`src/rtl/mii_mgmt_pkg.sv`:
```
package mii_mgmt_pkg;
  localparam int FRAME_BITS = 64;
  localparam int CNT_W      = 6;
  localparam int RD_BIT     = 0;
  localparam int WR_BIT     = 1;
  localparam int REG_LSB    = 4;
  localparam int PHY_LSB    = 9;
  localparam int TA_IDX     = 46;
  localparam int DATA_IDX   = 48;

  typedef enum logic [1:0] {
    OP_WRITE = 2'b01,
    OP_READ  = 2'b10
  } mdio_op_e;

  function automatic logic [FRAME_BITS-1:0] build_frame(
    input logic rd, input logic [4:0] phy, input logic [4:0] rga,
    input logic [15:0] wdata);
    mdio_op_e op;
    op = rd ? OP_READ : OP_WRITE;
    return {32'hFFFF_FFFF, 2'b01, op, phy, rga, 2'b10, wdata};
  endfunction
endpackage

```
`src/rtl/mdc_gen.sv`:
```
module mdc_gen #(
  parameter int CLK_DIV = 8
) (
  input  logic clk_i,
  input  logic rst_ni,
  input  logic en_i,
  output logic mdc_o,
  output logic rise_o,
  output logic fall_o
);
  localparam int HALF = CLK_DIV / 2;
  localparam int CW   = (HALF > 1) ? $clog2(HALF) : 1;

  logic [CW-1:0] cnt_q;
  logic          mdc_q;
  logic          wrap;

  assign wrap   = en_i && (cnt_q == CW'(HALF - 1));
  assign rise_o = wrap && !mdc_q;
  assign fall_o = wrap && mdc_q;
  assign mdc_o  = mdc_q;

  always_ff @(posedge clk_i or negedge rst_ni) begin
    if (!rst_ni) begin
      cnt_q <= '0;
      mdc_q <= 1'b0;
    end else if (!en_i) begin
      cnt_q <= '0;
      mdc_q <= 1'b0;
    end else if (wrap) begin
      cnt_q <= '0;
      mdc_q <= ~mdc_q;
    end else begin
      cnt_q <= cnt_q + 1'b1;
    end
  end


  mdc_idle_low_chk: assert property (@(posedge clk_i) disable iff (!rst_ni)
    !en_i |=> !mdc_o);
endmodule

```
`src/rtl/mii_frame_eng.sv`:
```
module mii_frame_eng
  import mii_mgmt_pkg::*;
(
  input  logic        clk_i,
  input  logic        rst_ni,
  input  logic        start_i,
  input  logic        rd_i,
  input  logic [4:0]  phy_i,
  input  logic [4:0]  reg_i,
  input  logic [15:0] wdata_i,
  input  logic        rise_i,
  input  logic        fall_i,
  input  logic        mdio_i,
  output logic        busy_o,
  output logic        done_o,
  output logic [15:0] rdata_o,
  output logic        mdio_o,
  output logic        mdio_oe_o
);
  logic                  busy_q;
  logic                  rd_q;
  logic [CNT_W-1:0]      bit_q;
  logic [FRAME_BITS-1:0] sh_q;
  logic [15:0]           rsh_q;
  logic                  last_bit;
  logic                  released;

  assign last_bit  = (bit_q == CNT_W'(FRAME_BITS - 1));
  assign released  = rd_q && (bit_q >= CNT_W'(TA_IDX));
  assign busy_o    = busy_q;
  assign done_o    = busy_q && fall_i && last_bit;
  assign rdata_o   = rsh_q;
  assign mdio_o    = busy_q ? sh_q[FRAME_BITS-1] : 1'b1;
  assign mdio_oe_o = busy_q && !released;

  always_ff @(posedge clk_i or negedge rst_ni) begin
    if (!rst_ni) begin
      busy_q <= 1'b0;
      rd_q   <= 1'b0;
      bit_q  <= '0;
      sh_q   <= '0;
      rsh_q  <= '0;
    end else if (!busy_q) begin
      if (start_i) begin
        busy_q <= 1'b1;
        rd_q   <= rd_i;
        bit_q  <= '0;
        sh_q   <= build_frame(rd_i, phy_i, reg_i, wdata_i);
      end
    end else begin
      if (rise_i && rd_q && bit_q >= CNT_W'(DATA_IDX))
        rsh_q <= {rsh_q[14:0], mdio_i};
      if (fall_i) begin
        if (last_bit) begin
          busy_q <= 1'b0;
        end else begin
          bit_q <= bit_q + 1'b1;
          sh_q  <= {sh_q[FRAME_BITS-2:0], 1'b0};
        end
      end
    end
  end
endmodule

```
`src/rtl/mii_mgmt_regs.sv`:
```
module mii_mgmt_regs
  import mii_mgmt_pkg::*;
#(
  parameter int CLK_DIV = 8
) (
  input  logic        clk_i,
  input  logic        rst_ni,
  input  logic        reg_we_i,
  input  logic        reg_sel_i,
  input  logic [15:0] reg_wdata_i,
  output logic [15:0] ctrl_o,
  output logic [15:0] data_o,
  output logic        mdc_o,
  output logic        mdio_o,
  output logic        mdio_oe_o,
  input  logic        mdio_i
);
  logic [15:0] ctrl_q, data_q, rdata;
  logic        busy, done, rise, fall, mdc;
  logic        ctrl_wr, start, want_rd, want_wr;

  assign want_rd = reg_wdata_i[RD_BIT];
  assign want_wr = reg_wdata_i[WR_BIT];
  assign ctrl_wr = reg_we_i && !reg_sel_i && !busy;
  assign start   = ctrl_wr && (want_rd || want_wr);

  always_ff @(posedge clk_i or negedge rst_ni) begin
    if (!rst_ni) begin
      ctrl_q <= '0;
      data_q <= '0;
    end else begin
      if (ctrl_wr) begin
        ctrl_q <= reg_wdata_i;
        // both bits set: read wins
        if (want_rd) ctrl_q[WR_BIT] <= 1'b0;
      end else if (done) begin
        ctrl_q[RD_BIT] <= 1'b0;
        ctrl_q[WR_BIT] <= 1'b0;
      end
      if (done && ctrl_q[RD_BIT])
        data_q <= rdata;
      else if (reg_we_i && reg_sel_i)
        data_q <= reg_wdata_i;
    end
  end

  mdc_gen #(.CLK_DIV(CLK_DIV)) u_mdc (
    .clk_i  (clk_i),
    .rst_ni (rst_ni),
    .en_i   (busy),
    .mdc_o  (mdc),
    .rise_o (rise),
    .fall_o (fall)
  );

  mii_frame_eng u_eng (
    .clk_i     (clk_i),
    .rst_ni    (rst_ni),
    .start_i   (start),
    .rd_i      (want_rd),
    .phy_i     (reg_wdata_i[PHY_LSB +: 5]),
    .reg_i     (reg_wdata_i[REG_LSB +: 5]),
    .wdata_i   (data_q),
    .rise_i    (rise),
    .fall_i    (fall),
    .mdio_i    (mdio_i),
    .busy_o    (busy),
    .done_o    (done),
    .rdata_o   (rdata),
    .mdio_o    (mdio_o),
    .mdio_oe_o (mdio_oe_o)
  );

  assign ctrl_o = ctrl_q;
  assign data_o = data_q;
  assign mdc_o  = mdc;


  op_pending_chk: assert property (@(posedge clk_i) disable iff (!rst_ni)
    busy |-> (ctrl_q[RD_BIT] ^ ctrl_q[WR_BIT]));

  addr_hold_chk: assert property (@(posedge clk_i) disable iff (!rst_ni)
    (busy && !done) |=> $stable(ctrl_q));

  mdio_hold_chk: assert property (@(posedge clk_i) disable iff (!rst_ni)
    mdc |-> ($stable(mdio_o) && $stable(mdio_oe_o)));

  mdc_quiet_chk: assert property (@(posedge clk_i) disable iff (!rst_ni)
    !busy |-> !mdc);
endmodule

```
`config.mk`:
```
export PLATFORM = sky130hd
export DESIGN_NAME = mii_mgmt_regs
export DESIGN_NICKNAME = d
export VERILOG_FILES = /design/src/rtl/mii_mgmt_pkg.sv /design/src/rtl/mdc_gen.sv /design/src/rtl/mii_frame_eng.sv /design/src/rtl/mii_mgmt_regs.sv
export SDC_FILE = /design/constraint.sdc
export NUM_CORES = 1
export LEC_CHECK = 0
export ABC_CLOCK_PERIOD_IN_PS = 1600
export CAP_MARGIN = 20
export CORE_ASPECT_RATIO = 0.9
export CORE_MARGIN = 2
export CORE_UTILIZATION = 29
export CTS_BUF_LIST = sky130_fd_sc_hd__clkbuf_8
export CTS_CLUSTER_SIZE = 16
export DETAILED_ROUTE_END_ITERATION = 10
export PLACE_DENSITY_LB_ADDON = 0.1
export SLEW_MARGIN = 5
export SYNTH_ARGS = -nofsm -noshare
export SYNTH_HDL_FRONTEND = slang
export SYNTH_SLANG_ARGS = --single-unit
```
`constraint.sdc`:
```
create_clock -name clk_i -period 1.6 [get_ports clk_i]
set_input_delay 0.16 -clock clk_i [delete_from_list [all_inputs] [get_ports clk_i]]
set_output_delay 0.16 -clock clk_i [all_outputs]
set_load 0.01 [all_outputs]
```
**After elaboration in Yosys (flattened, before gate mapping)**

Cells that the tools add are included.

- Flip-flop bits (word level): 123
- Input port bits: 21
- Output and inout port bits: 35
- Word-level logic and storage cells: 69

- Add/sub/neg operators: 2
- Order comparisons: 2
- Equality and inequality tests: 5
- Muxes and demuxes: 23
- Bitwise gates (word level): 2
- Reductions and logical operators: 25

Operator list:

| kind | number |
|---|---|
| 2-to-1 mux 64 bit | 4 |
| 2-to-1 mux 16 bit | 2 |
| 2-to-1 mux 6 bit | 4 |
| logical AND 1 bit | 14 |
| >= comparator 6 bit, second input constant | 2 |
| 2-to-1 mux 2 bit | 5 |
| 2-to-1 mux 1 bit | 8 |
| adder 6 x 1 -> 6 bit, second input constant | 1 |
| equality test 6 bit, second input constant | 1 |
| nonzero test 2 bit | 3 |
| logical NOT 1 bit | 4 |
| != test 2 bit, second input constant | 2 |
| AND reduction 2 bit | 2 |
| AND reduction 3 bit | 1 |
| adder 2 x 1 -> 2 bit, second input constant | 1 |
| equality test 2 bit, second input constant | 1 |
| != test 2 x 1 -> 1 bit, second input constant | 1 |
| inverter 1 bit | 2 |
| logical OR 1 bit | 1 |

**Logic depth before layout (Yosys ltp)**

Gate-level depths: netlist (run 1).

- Depth after elaboration: 7
- Depth in mapped cells: 8
- Mapped depth without buffers: 5

**Modules after synthesis**

A second synthesis (run 1) with hierarchy kept.

- Cell total of the unflattened synthesis: 515
- Area total of the unflattened synthesis: 5655.4 um^2

By module, submodules not included:

| module | instances | cells each | area an instance (um^2) | sequential area each (um^2) |
|---|---|---|---|---|
| mii_frame_eng | 1 | 369 | 3896.2 | 2202.1 |
| mii_mgmt_regs | 1 | 135 | 1624.1 | 800.8 |
| mdc_gen | 1 | 11 | 135.1 | 75.1 |

**Least setup slack after synthesis (run 1)**

No wires, ideal clock.

- Kind: flip-flop to flip-flop
- Start: register u_eng.bit_q[0]
- End: register u_eng.sh_q[33]
- Library setup time: 0.138 ns
- Arrival time: 1.562 ns
- Required time: 1.462 ns
- Setup slack: -0.099 ns
- Cell stages (with the launch flop): 9
- Path buffers: 3
- Period minus slack after synthesis: 1.699 ns
- Cells stage by stage: dfrtp_1 > ha_1 > and2_0 > clkbuf_1 > a21o_1 > buf_2 > buf_2 > nor3b_1 > a31oi_1

- Word-level cells in the longest chain between the ends: 3

Ends and longest elaborated chain:

| item | line | RTL |
|---|---|---|
| start: declaration | mii_frame_eng.sv:22 | `logic [CNT_W-1:0] bit_q;` |
| start signal: assignment | mii_frame_eng.sv:57 | `bit_q <= bit_q + 1'b1;` |
| equality test 6 bit | mii_frame_eng.sv:28 | `assign last_bit = (bit_q == CNT_W'(FRAME_BITS - 1));` |
| != test 2 bit (no line) | n/a |  |
| AND reduction 3 bit (no line) | n/a |  |
| end signal: assignment | mii_frame_eng.sv:48 | `sh_q <= build_frame(rd_i, phy_i, reg_i, wdata_i);` |
| end signal: assignment | mii_frame_eng.sv:58 | `sh_q <= {sh_q[FRAME_BITS-2:0], 1'b0};` |
| end: declaration | mii_frame_eng.sv:23 | `logic [FRAME_BITS-1:0] sh_q;` |

Every way passes these cells.
A chain may end at the register's enable or synchronous reset.

**Worst setup path in the final report (run 1)**

- Start: register u_eng.bit_q[1]
- End: register u_eng.sh_q[11]

Same word-level chain as after synthesis.

==> results of run 1 <==
==> how the worst max path moves through the flow <==
stage / startpoint / slack [ns] / cells after the start / to
finish: u_eng.bit_q[1] / -0.05 / 8 / u_eng.sh_q[11]
global placement: u_eng.bit_q[1] / -0.10 / 7 / u_eng.sh_q[40]
global route: u_eng.bit_q[0] / -0.12 / 9 / data_o[8]
floorplan: u_eng.bit_q[0] / -0.03 / 8 / u_eng.sh_q[53]
detailed placement: u_eng.bit_q[0] / -0.16 / 7 / u_eng.sh_q[36]
CTS: u_eng.bit_q[0] / -0.06 / 8 / u_eng.sh_q[11]
==> what timing repair did <==
action | CTS | global route
hold buffers | 1 | 0
pin swaps | 47 | 11
buffers inserted | 20 | 5
gates resized for setup | 113 | 101
hold endpoints to repair | 109 | 0
gates cloned | 11 | 8
setup endpoints to repair | 73 | 123
==> power by group through the flow <==
stage | combinational [W] | clock (W) | sequential, W
final | 0.00414 | 0.00280 | 0.00480
after global routing | 0.00448 | 0.00301 | 0.00493
after CTS | 0.00385 | 0.00285 | 0.00474
after detailed placement | 0.00310 | 0 | 0.00476
after global placement | 0.00303 | 0 | 0.00474
after floorplan | 0.00163 | 0 | 0.00473
==> per-stage QoR <==
| stage | total power, W | instances | area [um^2] |
|---|---|---|---|
| 2_1_floorplan | 0.00637 | 466 | 5330 |
| 3_3_place_gp | 0.00777 | 768 | 6510 |
| 3_5_place_dp | 0.00786 | 768 | 6510 |
| 4_1_cts | 0.0114 | 829 | 7730 |
| 5_1_grt | 0.0124 | 842 | 8330 |
| 6_report | 0.0117 | 842 | 8330 |
==> sequential cells by signal (all words and copies together) (netlist names) <==
name	flops
data_o	16
ctrl_o	16
u_eng.sh_q	64
u_mdc.mdc_o	1
u_eng.rd_q	1
u_mdc.cnt_q	2
u_eng.rdata_o	16
u_eng.bit_q	6
u_eng.busy_o	1
==> layer usage <==
layer	up-vias	share of wire, %	GRT usage [%]
met5	-	0	0
met4	0	1.6	5.77
met3	20	2.7	4.01
met2	70	46	23.2
met1	2103	49	23.8
li1	1934	-	-
==> kinds of logic (layout without fill, tap and decap cells) <==
| family | count (synthesis) | count (layout) | synth area share, % |
|---|---|---|---|
| flops | 123 | 123 | 57.9 |
| buf+inv | 56 | 192 | 4.59 |
| mux | 75 | 75 | 14.9 |
| xor+xnor | 2 | 2 | 0.330 |
| compound gates | 91 | 91 | 10.0 |
| simple gates | 117 | 117 | 11.8 |
| fa+ha+maj | 2 | 2 | 0.471 |
==> placed cells by master, fill, tap and decap left out, types with 9 or more instances in the layout <==
cell type and count:
sky130_fd_sc_hd__buf_12 16, sky130_fd_sc_hd__nor3_1 11, sky130_fd_sc_hd__a21oi_1 11, sky130_fd_sc_hd__nand3_4 9
sky130_fd_sc_hd__nor3b_2 11, sky130_fd_sc_hd__dlymetal6s2s_1 9, sky130_fd_sc_hd__clkbuf_8 20, sky130_fd_sc_hd__a31oi_1 34
sky130_fd_sc_hd__o21ai_2 27, sky130_fd_sc_hd__dfrtp_1 120, sky130_fd_sc_hd__nand2_1 14, sky130_fd_sc_hd__buf_6 15
sky130_fd_sc_hd__mux2i_1 44, sky130_fd_sc_hd__mux2_4 17, sky130_fd_sc_hd__clkdlybuf4s50_1 38, sky130_fd_sc_hd__buf_16 10
sky130_fd_sc_hd__nand3_2 22, sky130_fd_sc_hd__mux2_2 14, sky130_fd_sc_hd__inv_1 21, sky130_fd_sc_hd__buf_4 34
==> synth_stat cells, types with 2 or more instances <==
cell type                  instances  area, um^2
sky130_fd_sc_hd__o21a_1            2        15.0
sky130_fd_sc_hd__o31ai_1           2        15.0
sky130_fd_sc_hd__a31oi_1          35         219
sky130_fd_sc_hd__nand4_1           2        12.5
sky130_fd_sc_hd__o21ai_1          27         135
sky130_fd_sc_hd__mux2_2           30         338
sky130_fd_sc_hd__nand3_1          36         180
sky130_fd_sc_hd__buf_4             2        15.0
sky130_fd_sc_hd__and3_1            3        18.8
sky130_fd_sc_hd__nor2b_1           2        12.5
sky130_fd_sc_hd__mux2i_1          44         440
sky130_fd_sc_hd__buf_2            21         105
sky130_fd_sc_hd__inv_1            20        75.1
sky130_fd_sc_hd__a21oi_1          17        85.1
sky130_fd_sc_hd__ha_1              2        25.0
sky130_fd_sc_hd__clkbuf_1         13        48.8
sky130_fd_sc_hd__nor2_1           17        63.8
sky130_fd_sc_hd__nor3b_1          15         113
sky130_fd_sc_hd__dfrtp_1         123        3080
sky130_fd_sc_hd__nand2_1          14        52.6
sky130_fd_sc_hd__nor3_1           19        95.1
sky130_fd_sc_hd__o21ai_0           4        20.0
==> worst max-delay path, cell delays in order, from the launching register on <==
cell	delay (ns)
sky130_fd_sc_hd__dfrtp_1	0.39
sky130_fd_sc_hd__ha_2	0.19
sky130_fd_sc_hd__and2_4	0.14
sky130_fd_sc_hd__buf_6	0.11
sky130_fd_sc_hd__a21o_4	0.25
sky130_fd_sc_hd__buf_12	0.17
sky130_fd_sc_hd__buf_12	0.14
sky130_fd_sc_hd__nand3_2	0.08
sky130_fd_sc_hd__o21ai_4	0.05
==> layout make-up <==
type | instances | area [um^2]
clock buffer | 20 | 275
clock inverter | 11 | 120
fill | 1620 | 9460
inverter | 20 | 75.1
multi-input combinational | 287 | 2660
sequential | 123 | 3080
tap | 240 | 300
timing repair buffer | 141 | 1820
==> flow_metrics.py, run 1 <==
metrics = {
    "routing": {
        "router_iterations_before_antenna_repair": 4,
        "drc_errors": 0,
        "routed-via-count": 4127,
        "drtIter0Drc": 233,
        "route.detailed.vias_per_inst": 4.90,
        "drtAntennaViolNets": 0,
        "routedWlPerCell_um": 19.3,
        "wirelength_um": 16200,
    },
    "worst_setup_path": {
        "crit_type": "reg2reg",
        "cp.arrival_ns": 1.97,
        "ff2ff_setup_slack_ns": -0.05,
        "critPathMaxFanout": 8,
        "crit-reg2reg-capture": "u_eng.sh_q[11]",
        "worst_setup_path_start_kind": "flop",
        "worst_r2r_path_depth": 8,
        "kind_of_end_point_of_the_critical_path": "flop",
        "r2r_start": "u_eng.bit_q[1]",
        "critical_path_required_ns": 1.92,
    },
    "sta": {
        "skew_ns": 0.0111,
        "period_needed_ns": 1.65,
        "final-max-slew-violation-count": 0,
        "final.period_utilization_pct": 103,
        "setup_total_negative_slack_ns": -1.36,
        "final-setup-viol-count": 61,
        "tightestPinTransition_ns": 0.513,
        "grt_setup_unrepaired": "yes",
        "layout_setup_ws_ns": -0.0545,
        "hold_ws_ns": 0.164,
        "max-slew-margin-rel_pct": 65.7,
        "hold_viol": 0,
        "maxClockFrequency_mhz": 604,
    },
    "floorplanning": {
        "floorplan.die_area_um2": 19400,
        "die_x_um": 147,
        "std_cell_rows": 46,
        "floorplan.core_area_um2": 17800,
        "die_y_um": 132,
        "boundary_pins": 56,
        "initial_utilization_pct": 29.9,
    },
    "outcome": {
        "status": "complete, but fails checks",
        "failing_checks": "setup timing",
    },
    "placement": {
        "routabilityCongestion": 0.813,
        "portBuffers": 55,
        "detailed_place_hpwl_um": 8800,
        "detailedPlace.worstSlack_ns": -0.160,
    },
    "global_route": {
        "first_pass_grt_wire_length_um": 24400,
        "grt.total_usage_pct": 16.2,
        "antenna_found_initial": 0,
        "maximum_number_of_pins_on_one_net_before_global_route_repair": 50,
        "first_global_vias": 4256,
        "grt_overflow_total": 0,
    },
    "synthesis": {
        "synth-seq-cells": 123,
        "synth_nets": 489,
        "commonest_register_cell_after_synthesis": "sky130_fd_sc_hd__dfrtp_1",
        "async_reset_ff_share_pct": 100,
        "ys_warn_count": 0,
        "seq_area_frac_synth_pct": 57.9,
        "synth_edf_count": 0,
        "avgSynthCellArea_um2": 11.4,
        "mappedNetlistArea_um2": 5310,
        "synth.lib_cells_used.distinct": 38,
        "gate_count_of_the_mapped_netlist": 466,
    },
    "power": {
        "power.density_nw_per_um2": 1410,
        "p_comb_share_pct": 35.3,
        "total_switching_power_w": 0.00382,
        "leakage_nw": 3.82,
        "max_rail_drop_vdd_uv": 634,
        "power.switching_fraction_pct": 32.6,
        "p_seq_share_pct": 40.9,
        "power.share.clock_pct": 23.8,
        "cell_internal_pwr_w": 0.00791,
    },
    "clocking": {
        "tritoncts_clock_tree": "yes",
        "clock_latency_reported_for_the_late_side_of_the_worst_skew_pair_ns": 0.44,
        "clockBufferDepth": 2,
        "path_clk_slew_ns": 0.08,
        "clockRootBuffer": "sky130_fd_sc_hd__clkbuf_8",
        "tritoncts.num_buffers": 17,
        "cts.sink_count": 123,
        "cts.htree.levels": 4,
    },
    "final_layout": {
        "numnets_final": 613,
        "area.growth.synth_to_final_pct": 56.8,
        "antenna-diode-count": 0,
        "postLayoutCoreUtil_pct": 46.8,
        "layout-drive-gt1-share_pct": 44.2,
    },
    "run": {
        "cap_violations": 0,
    },
    "hold_path": {
        "hp-class": "in2async",
    },
}
Note: power is estimated with default switching activity, not from simulation.
==> inputs of run 2 (changes only) <==
Settings changed: DONT_BUFFER_PORTS from default to 1.
==> run 2 against run 1 <==
  * The flow finishes with violations (hold timing)
  * First-iteration DRC count rose by 11%
  * Count of clock-buffer cells in the layout fell by 3
  * Cell area fell by 19%
  * Final cell count fell by 9.5%
  * Register-to-register slack improved by 0.09 ns
  * Sequential power rose by 1%
  * Critical path depth fell by 1
  * Flip-flop and latch count did not move
  * Via count fell by 9.2%
  * Clock skew rose by 0.0040 ns
  * Combinational power fell by 39%
  * Critical path type unchanged
==> flow_metrics.py, run 2 (same netlist as run 1, synthesis figures left out) <==
metrics = {
    "floorplanning": {
        "floorplan.die_area_um2": 19400,
        "die_x_um": 147,
        "boundary_pins": 56,
        "std_cell_rows": 46,
        "die_y_um": 132,
        "initial_utilization_pct": 29.9,
        "floorplan.core_area_um2": 17800,
    },
    "worst_setup_path": {
        "ff2ff_setup_slack_ns": 0.04,
        "kind_of_end_point_of_the_critical_path": "flop",
        "timing.critical_path.slowest_cell_delay_ns": 0.38,
        "crit_path_cell_trace": "ha_4 -> nand3_2 -> buf_6 -> a21oi_4 -> buf_12 -> nor2_4 -> mux2_4",
        "r2r_start": "u_mdc.cnt_q[0]",
        "crit_type": "reg2reg",
        "critical_path_required_ns": 1.92,
        "cp.arrival_ns": 1.88,
        "worst_setup_path_start_kind": "flop",
        "crit-reg2reg-capture": "u_eng.sh_q[28]",
        "worst_r2r_path_depth": 7,
        "critPathMaxFanout": 5,
        "critPathSlowestCell": "sky130_fd_sc_hd__dfrtp_1",
    },
    "sta": {
        "grt_setup_unrepaired": "yes",
        "setup_total_negative_slack_ns": 0,
        "max-slew-margin-rel_pct": 76.9,
        "final.period_utilization_pct": 97.5,
        "maxClockFrequency_mhz": 641,
        "hold_ws_ns": -0.590,
        "layout_setup_ws_ns": 0.0403,
        "period_needed_ns": 1.56,
        "final-setup-viol-count": 0,
        "final-max-slew-violation-count": 0,
        "tightestPinTransition_ns": 0.346,
        "skew_ns": 0.0151,
        "hold_viol": 123,
    },
    "routing": {
        "drc_errors": 0,
        "drtAntennaViolNets": 0,
        "wirelength_um": 13000,
        "routed-via-count": 3749,
        "drtIter0Drc": 258,
        "routedWlPerCell_um": 17.0,
        "router_iterations_before_antenna_repair": 4,
        "route.detailed.vias_per_inst": 4.92,
    },
    "placement": {
        "portBuffers": 0,
        "routabilityCongestion": 0.764,
        "detailed_place_hpwl_um": 7990,
        "detailedPlace.worstSlack_ns": -0.114,
    },
    "clocking": {
        "clockRootBuffer": "sky130_fd_sc_hd__clkbuf_8",
        "clock_latency_reported_for_the_late_side_of_the_worst_skew_pair_ns": 0.45,
        "tritoncts_clock_tree": "yes",
        "tritoncts.num_buffers": 17,
        "cts_hold_repair.buffers": 17,
        "path_clk_slew_ns": 0.08,
        "clockBufferDepth": 2,
        "cts.sink_count": 123,
        "cts.htree.levels": 4,
    },
    "final_layout": {
        "postLayoutCoreUtil_pct": 38.0,
        "largest_register_ffs": 64,
        "final_cell_mix": "sky130_fd_sc_hd__dfrtp_1, sky130_fd_sc_hd__mux2i_1, sky130_fd_sc_hd__a31oi_1, sky130_fd_sc_hd__nand3_1, sky130_fd_sc_hd__mux2_2",
        "layout_commonest_cell": "sky130_fd_sc_hd__dfrtp_1",
        "numnets_final": 532,
        "largest-register": "u_eng.sh_q",
        "area.growth.synth_to_final_pct": 27.4,
        "layout-drive-gt1-share_pct": 27.4,
        "antenna-diode-count": 0,
    },
    "global_route": {
        "first_global_vias": 3785,
        "antenna_found_initial": 0,
        "grt.total_usage_pct": 14.0,
        "first_pass_grt_wire_length_um": 21200,
        "maximum_number_of_pins_on_one_net_before_global_route_repair": 124,
        "grt_overflow_total": 0,
    },
    "outcome": {
        "failing_checks": "hold timing",
        "status": "complete, but fails checks",
    },
    "run": {
        "cap_violations": 0,
    },
    "power": {
        "leakage_nw": 3.15,
        "power.density_nw_per_um2": 1560,
        "max_rail_drop_vdd_uv": 600,
        "power_w": 0.0106,
    },
    "hold_path": {
        "hp-class": "in2async",
    },
}
[run 2: cell types whose count changed in the layout (fill, tap and decap cells not counted), sizes merged, moves of 3 or more]
cell / before / now
clkdlybuf4s50: 38 / 0
buf: 79 / 42
dlygate4sd3: 1 / 17
clkbuf: 29 / 18
dlymetal6s2s: 9 / 0
dlygate4sd2: 5 / 0
bufinv: 2 / 5
[run 2: per-layer routing]
metal | global-route usage (%) | routed length (um) | vias up
met5 | 0 | 0 | -
met4 | 4.80 | 148 | 0
met3 | 4.78 | 520 | 15
met2 | 20.6 | 5970 | 60
met1 | 19.4 | 6310 | 1915
li1 | - | - | 1759
[run 2: stage by stage]
stage | area [um^2] | instances | hold WS, ns
global placement | 5850 | 707 | -0.131
CTS | 6590 | 758 | -0.628
finish | 6770 | 762 | -0.590
detailed placement | 5850 | 707 | -0.131
floorplan | 5330 | 466 | -0.136
global route | 6770 | 762 | -0.640
[run 2: cell type report]
class / count / area [um^2]
Fill cell: 1768 / 11000
Sequential cell: 123 / 3080
Multi-Input combinational cell: 287 / 2150
Timing Repair Buffer: 60 / 712
Tap cell: 240 / 300
Clock buffer: 17 / 234
Clock inverter: 15 / 220
Inverter: 20 / 75.1
[run 2: critical path, delay by kind of cell (launching register included)]
kind / cells / cell delay [ns]
adders and majority gates: 1 / 0.15
AOI/OAI and AO/OA: 1 / 0.14
and+or+nand+nor: 2 / 0.16
buffers and inverters: 2 / 0.31
muxes: 1 / 0.29
DFF: 1 / 0.38
[run 2: where the power goes]
| part | internal, W | switching, W | leakage (nW) |
|---|---|---|---|
| Clock | 0.00185 | 0.00132 | 0.226 |
| Combinational | 0.00133 | 0.00120 | 1.47 |
| Sequential | 0.00412 | 0.000751 | 1.45 |
[run 2: timing repair]
action                                 4_1_cts  5_1_grt
buffers inserted                             2        3
cloned                                       1        1
setup endpoints to repair                   38      102
pin swaps                                    3        4
endpoints found under the hold margin      166      123
resized for setup                           17       28
[run 2: how the worst max path moves through the flow]
stage | from | to | slack [ns] | cells after the start
floorplan | u_eng.bit_q[0] | u_eng.sh_q[53] | -0.03 | 8
global placement | u_eng.bit_q[0] | u_eng.sh_q[17] | -0.06 | 7
detailed placement | u_eng.bit_q[0] | u_eng.sh_q[52] | -0.11 | 7
CTS | u_mdc.cnt_q[0] | u_eng.sh_q[28] | 0.01 | 7
global route | u_eng.busy_o | u_eng.rdata_o[11] | -0.05 | 5
finish | u_mdc.cnt_q[0] | u_eng.sh_q[28] | 0.04 | 7
==> inputs of run 3 (changes only) <==
Settings changed: ABC_CLOCK_PERIOD_IN_PS 1600 to 1400, HOLD_SLACK_MARGIN from default to 0.15.
Clock period 1.6 ns to 1.4 ns, I/O delays scaled along.
==> run 3 against run 2 <==
  * The flow finishes with violations (hold timing, setup timing)
  * Worst setup slack lost 0.20 ns
  * Largest power group unchanged
  * Via count grew 4.5%
  * Final cell count grew 3.0%
  * Largest cell class unchanged
  * Cell area grew 13%
  * Clock power grew 7.9%
  * First-iteration DRC count grew 19%
  * Combinational power grew 43%
==> flow_metrics.py, run 3 (same netlist as run 1, synthesis figures left out) <==
metrics = {
    "sta": {
        "period_needed_ns": 1.56,
        "tightestPinTransition_ns": 0.566,
        "hold_viol": 126,
        "final.period_utilization_pct": 111,
        "grt_setup_unrepaired": "yes",
        "max-slew-margin-rel_pct": 62.1,
        "layout_setup_ws_ns": -0.157,
        "setup_total_negative_slack_ns": -12.85,
        "final-max-slew-violation-count": 0,
        "hold_ws_ns": -0.601,
        "final-setup-viol-count": 120,
        "skew_ns": 0.0121,
        "maxClockFrequency_mhz": 642,
    },
    "final_layout": {
        "layout_commonest_cell": "sky130_fd_sc_hd__dfrtp_1",
        "area.growth.synth_to_final_pct": 44.4,
        "postLayoutCoreUtil_pct": 43.1,
        "numnets_final": 556,
        "layout-drive-gt1-share_pct": 41.5,
        "largest-register": "u_eng.sh_q",
        "post-route-cell-area_um2": 7670,
        "fill_cells": 1626,
        "final_cell_mix": "sky130_fd_sc_hd__dfrtp_1, sky130_fd_sc_hd__mux2i_1, sky130_fd_sc_hd__a31oi_1",
        "largest_register_ffs": 64,
        "antenna-diode-count": 0,
    },
    "power": {
        "p_seq_share_pct": 44.6,
        "total_switching_power_w": 0.00396,
        "power.share.clock_pct": 27.0,
        "p_comb_share_pct": 28.5,
        "power.switching_fraction_pct": 31.2,
        "max_rail_drop_vdd_uv": 860,
        "leakage_nw": 3.50,
        "cell_internal_pwr_w": 0.00872,
        "power.density_nw_per_um2": 1650,
    },
    "clocking": {
        "cts.sink_count": 123,
        "cts.htree.levels": 4,
        "tritoncts_clock_tree": "yes",
        "clock_latency_reported_for_the_late_side_of_the_worst_skew_pair_ns": 0.44,
        "clockRootBuffer": "sky130_fd_sc_hd__clkbuf_8",
        "clockBufferDepth": 2,
        "cts_hold_repair.buffers": 17,
        "path_clk_slew_ns": 0.07,
        "tritoncts.num_buffers": 17,
    },
    "global_route": {
        "first_global_vias": 4113,
        "first_pass_grt_wire_length_um": 24300,
        "grt.total_usage_pct": 16.3,
        "antenna_found_initial": 0,
        "maximum_number_of_pins_on_one_net_before_global_route_repair": 124,
        "grt_overflow_total": 0,
    },
    "worst_setup_path": {
        "cp.arrival_ns": 1.87,
        "worst_setup_path_start_kind": "flop",
        "critPathMaxFanout": 4,
        "crit_type": "reg2reg",
        "kind_of_end_point_of_the_critical_path": "flop",
        "critical_path_required_ns": 1.72,
    },
    "hold_path": {
        "hp-class": "in2async",
    },
    "placement": {
        "dpl_cell_area_um2": 5920,
        "portBuffers": 0,
        "routabilityCongestion": 0.756,
        "detailed_place_hpwl_um": 8270,
    },
    "floorplanning": {
        "floorplan.core_area_um2": 17800,
        "floorplan.die_area_um2": 19400,
        "std_cell_rows": 46,
        "die_y_um": 132,
        "boundary_pins": 56,
        "initial_utilization_pct": 29.9,
        "die_x_um": 147,
    },
    "routing": {
        "drc_errors": 0,
        "route.detailed.vias_per_inst": 4.99,
        "drtIter0Drc": 306,
        "wirelength_um": 15800,
        "drtAntennaViolNets": 0,
        "routed-via-count": 3917,
        "router_iterations_before_antenna_repair": 4,
        "routedWlPerCell_um": 20.1,
    },
    "run": {
        "cap_violations": 0,
    },
    "outcome": {
        "status": "complete, but fails checks",
        "failing_checks": "hold timing, setup timing",
    },
}
==> run 3: cell types whose count changed in the layout (fill, tap and decap cells not counted), moves of 11 or more <==
cell                      before  now
sky130_fd_sc_hd__nor3b_1      12    0
sky130_fd_sc_hd__a21oi_2       0   12
sky130_fd_sc_hd__nor3b_2       3   14
sky130_fd_sc_hd__mux2_2       30    0
sky130_fd_sc_hd__mux2_4        1   31
sky130_fd_sc_hd__nor2_4        1   13
sky130_fd_sc_hd__nand3_1      35   21
sky130_fd_sc_hd__nand3_2       1   13
sky130_fd_sc_hd__nor2_1       16    1
sky130_fd_sc_hd__a21oi_1      17    5
==> run 3: power by group through the flow <==
| stage | Sequential, W | Clock, W | Combinational [W] |
|---|---|---|---|
| CTS | 0.00562 | 0.00350 | 0.00328 |
| floorplan | 0.00544 | 0 | 0.00193 |
| global placement | 0.00563 | 0 | 0.00252 |
| detailed placement | 0.00564 | 0 | 0.00260 |
| global route | 0.00583 | 0.00366 | 0.00397 |
| finish | 0.00565 | 0.00342 | 0.00361 |
==> run 3: cell type report <==
| class | instances | area (um^2) | share of cell area (%) |
|---|---|---|---|
| Timing Repair Buffer | 84 | 1170 | 15.2 |
| Inverter | 20 | 75.1 | 0.978 |
| Clock inverter | 8 | 115 | 1.50 |
| Sequential cell | 123 | 3080 | 40.1 |
| Clock buffer | 23 | 317 | 4.13 |
| Multi-Input combinational cell | 287 | 2620 | 34.1 |
| Tap cell | 240 | 300 | 3.91 |
==> run 3: final timing paths <==
check                      cells after the start           start        endpoint  slack (ns)
max                                            6  u_eng.bit_q[0]  u_eng.sh_q[28]       -0.16
min                                            0          rst_ni    u_eng.busy_o       -0.60
max reg2reg                                    6  u_eng.bit_q[0]  u_eng.sh_q[28]       -0.16
min reg2reg                                    2      u_eng.rd_q      u_eng.rd_q        0.49
max in group asynchronous                      0          rst_ni       ctrl_o[8]        1.80
min in group clk_i                             3  reg_wdata_i[1]      u_eng.rd_q       -0.11
==> run 3: critical path, stage by stage (launching register included) <==
cell and delay, ns:
sky130_fd_sc_hd__dfrtp_1 0.38, sky130_fd_sc_hd__ha_2 0.20, sky130_fd_sc_hd__and2_4 0.18, sky130_fd_sc_hd__a21oi_4 0.18, sky130_fd_sc_hd__buf_12 0.16, sky130_fd_sc_hd__nor2_4 0.05, sky130_fd_sc_hd__mux2_4 0.30
==> run 3: layer usage <==
metal	share of wire, %	vias up	global-route usage, %
met5	0	-	0
met2	47	67	25.0
met3	4.0	13	4.12
met1	48	2031	22.7
li1	-	1806	-
met4	1.0	0	4.85
==> run 3: stage by stage <==
stage	setup WS (ns)	hold WS, ns	power [W]	instances
6_report	-0.157	-0.601	0.0127	785
4_1_cts	-0.167	-0.634	0.0124	776
3_3_place_gp	-0.215	-0.151	0.00815	700
2_1_floorplan	-0.209	-0.156	0.00738	466
3_5_place_dp	-0.276	-0.152	0.00824	700
5_1_grt	-0.237	-0.632	0.0135	785
==> run 3: repair_timing <==
item	4_1_cts	5_1_grt
setup endpoints to repair	121	122
resized for setup	91	71
pin swaps	6	15
endpoints found under the hold margin	177	133
setup buffers	18	8
gates cloned	10	6
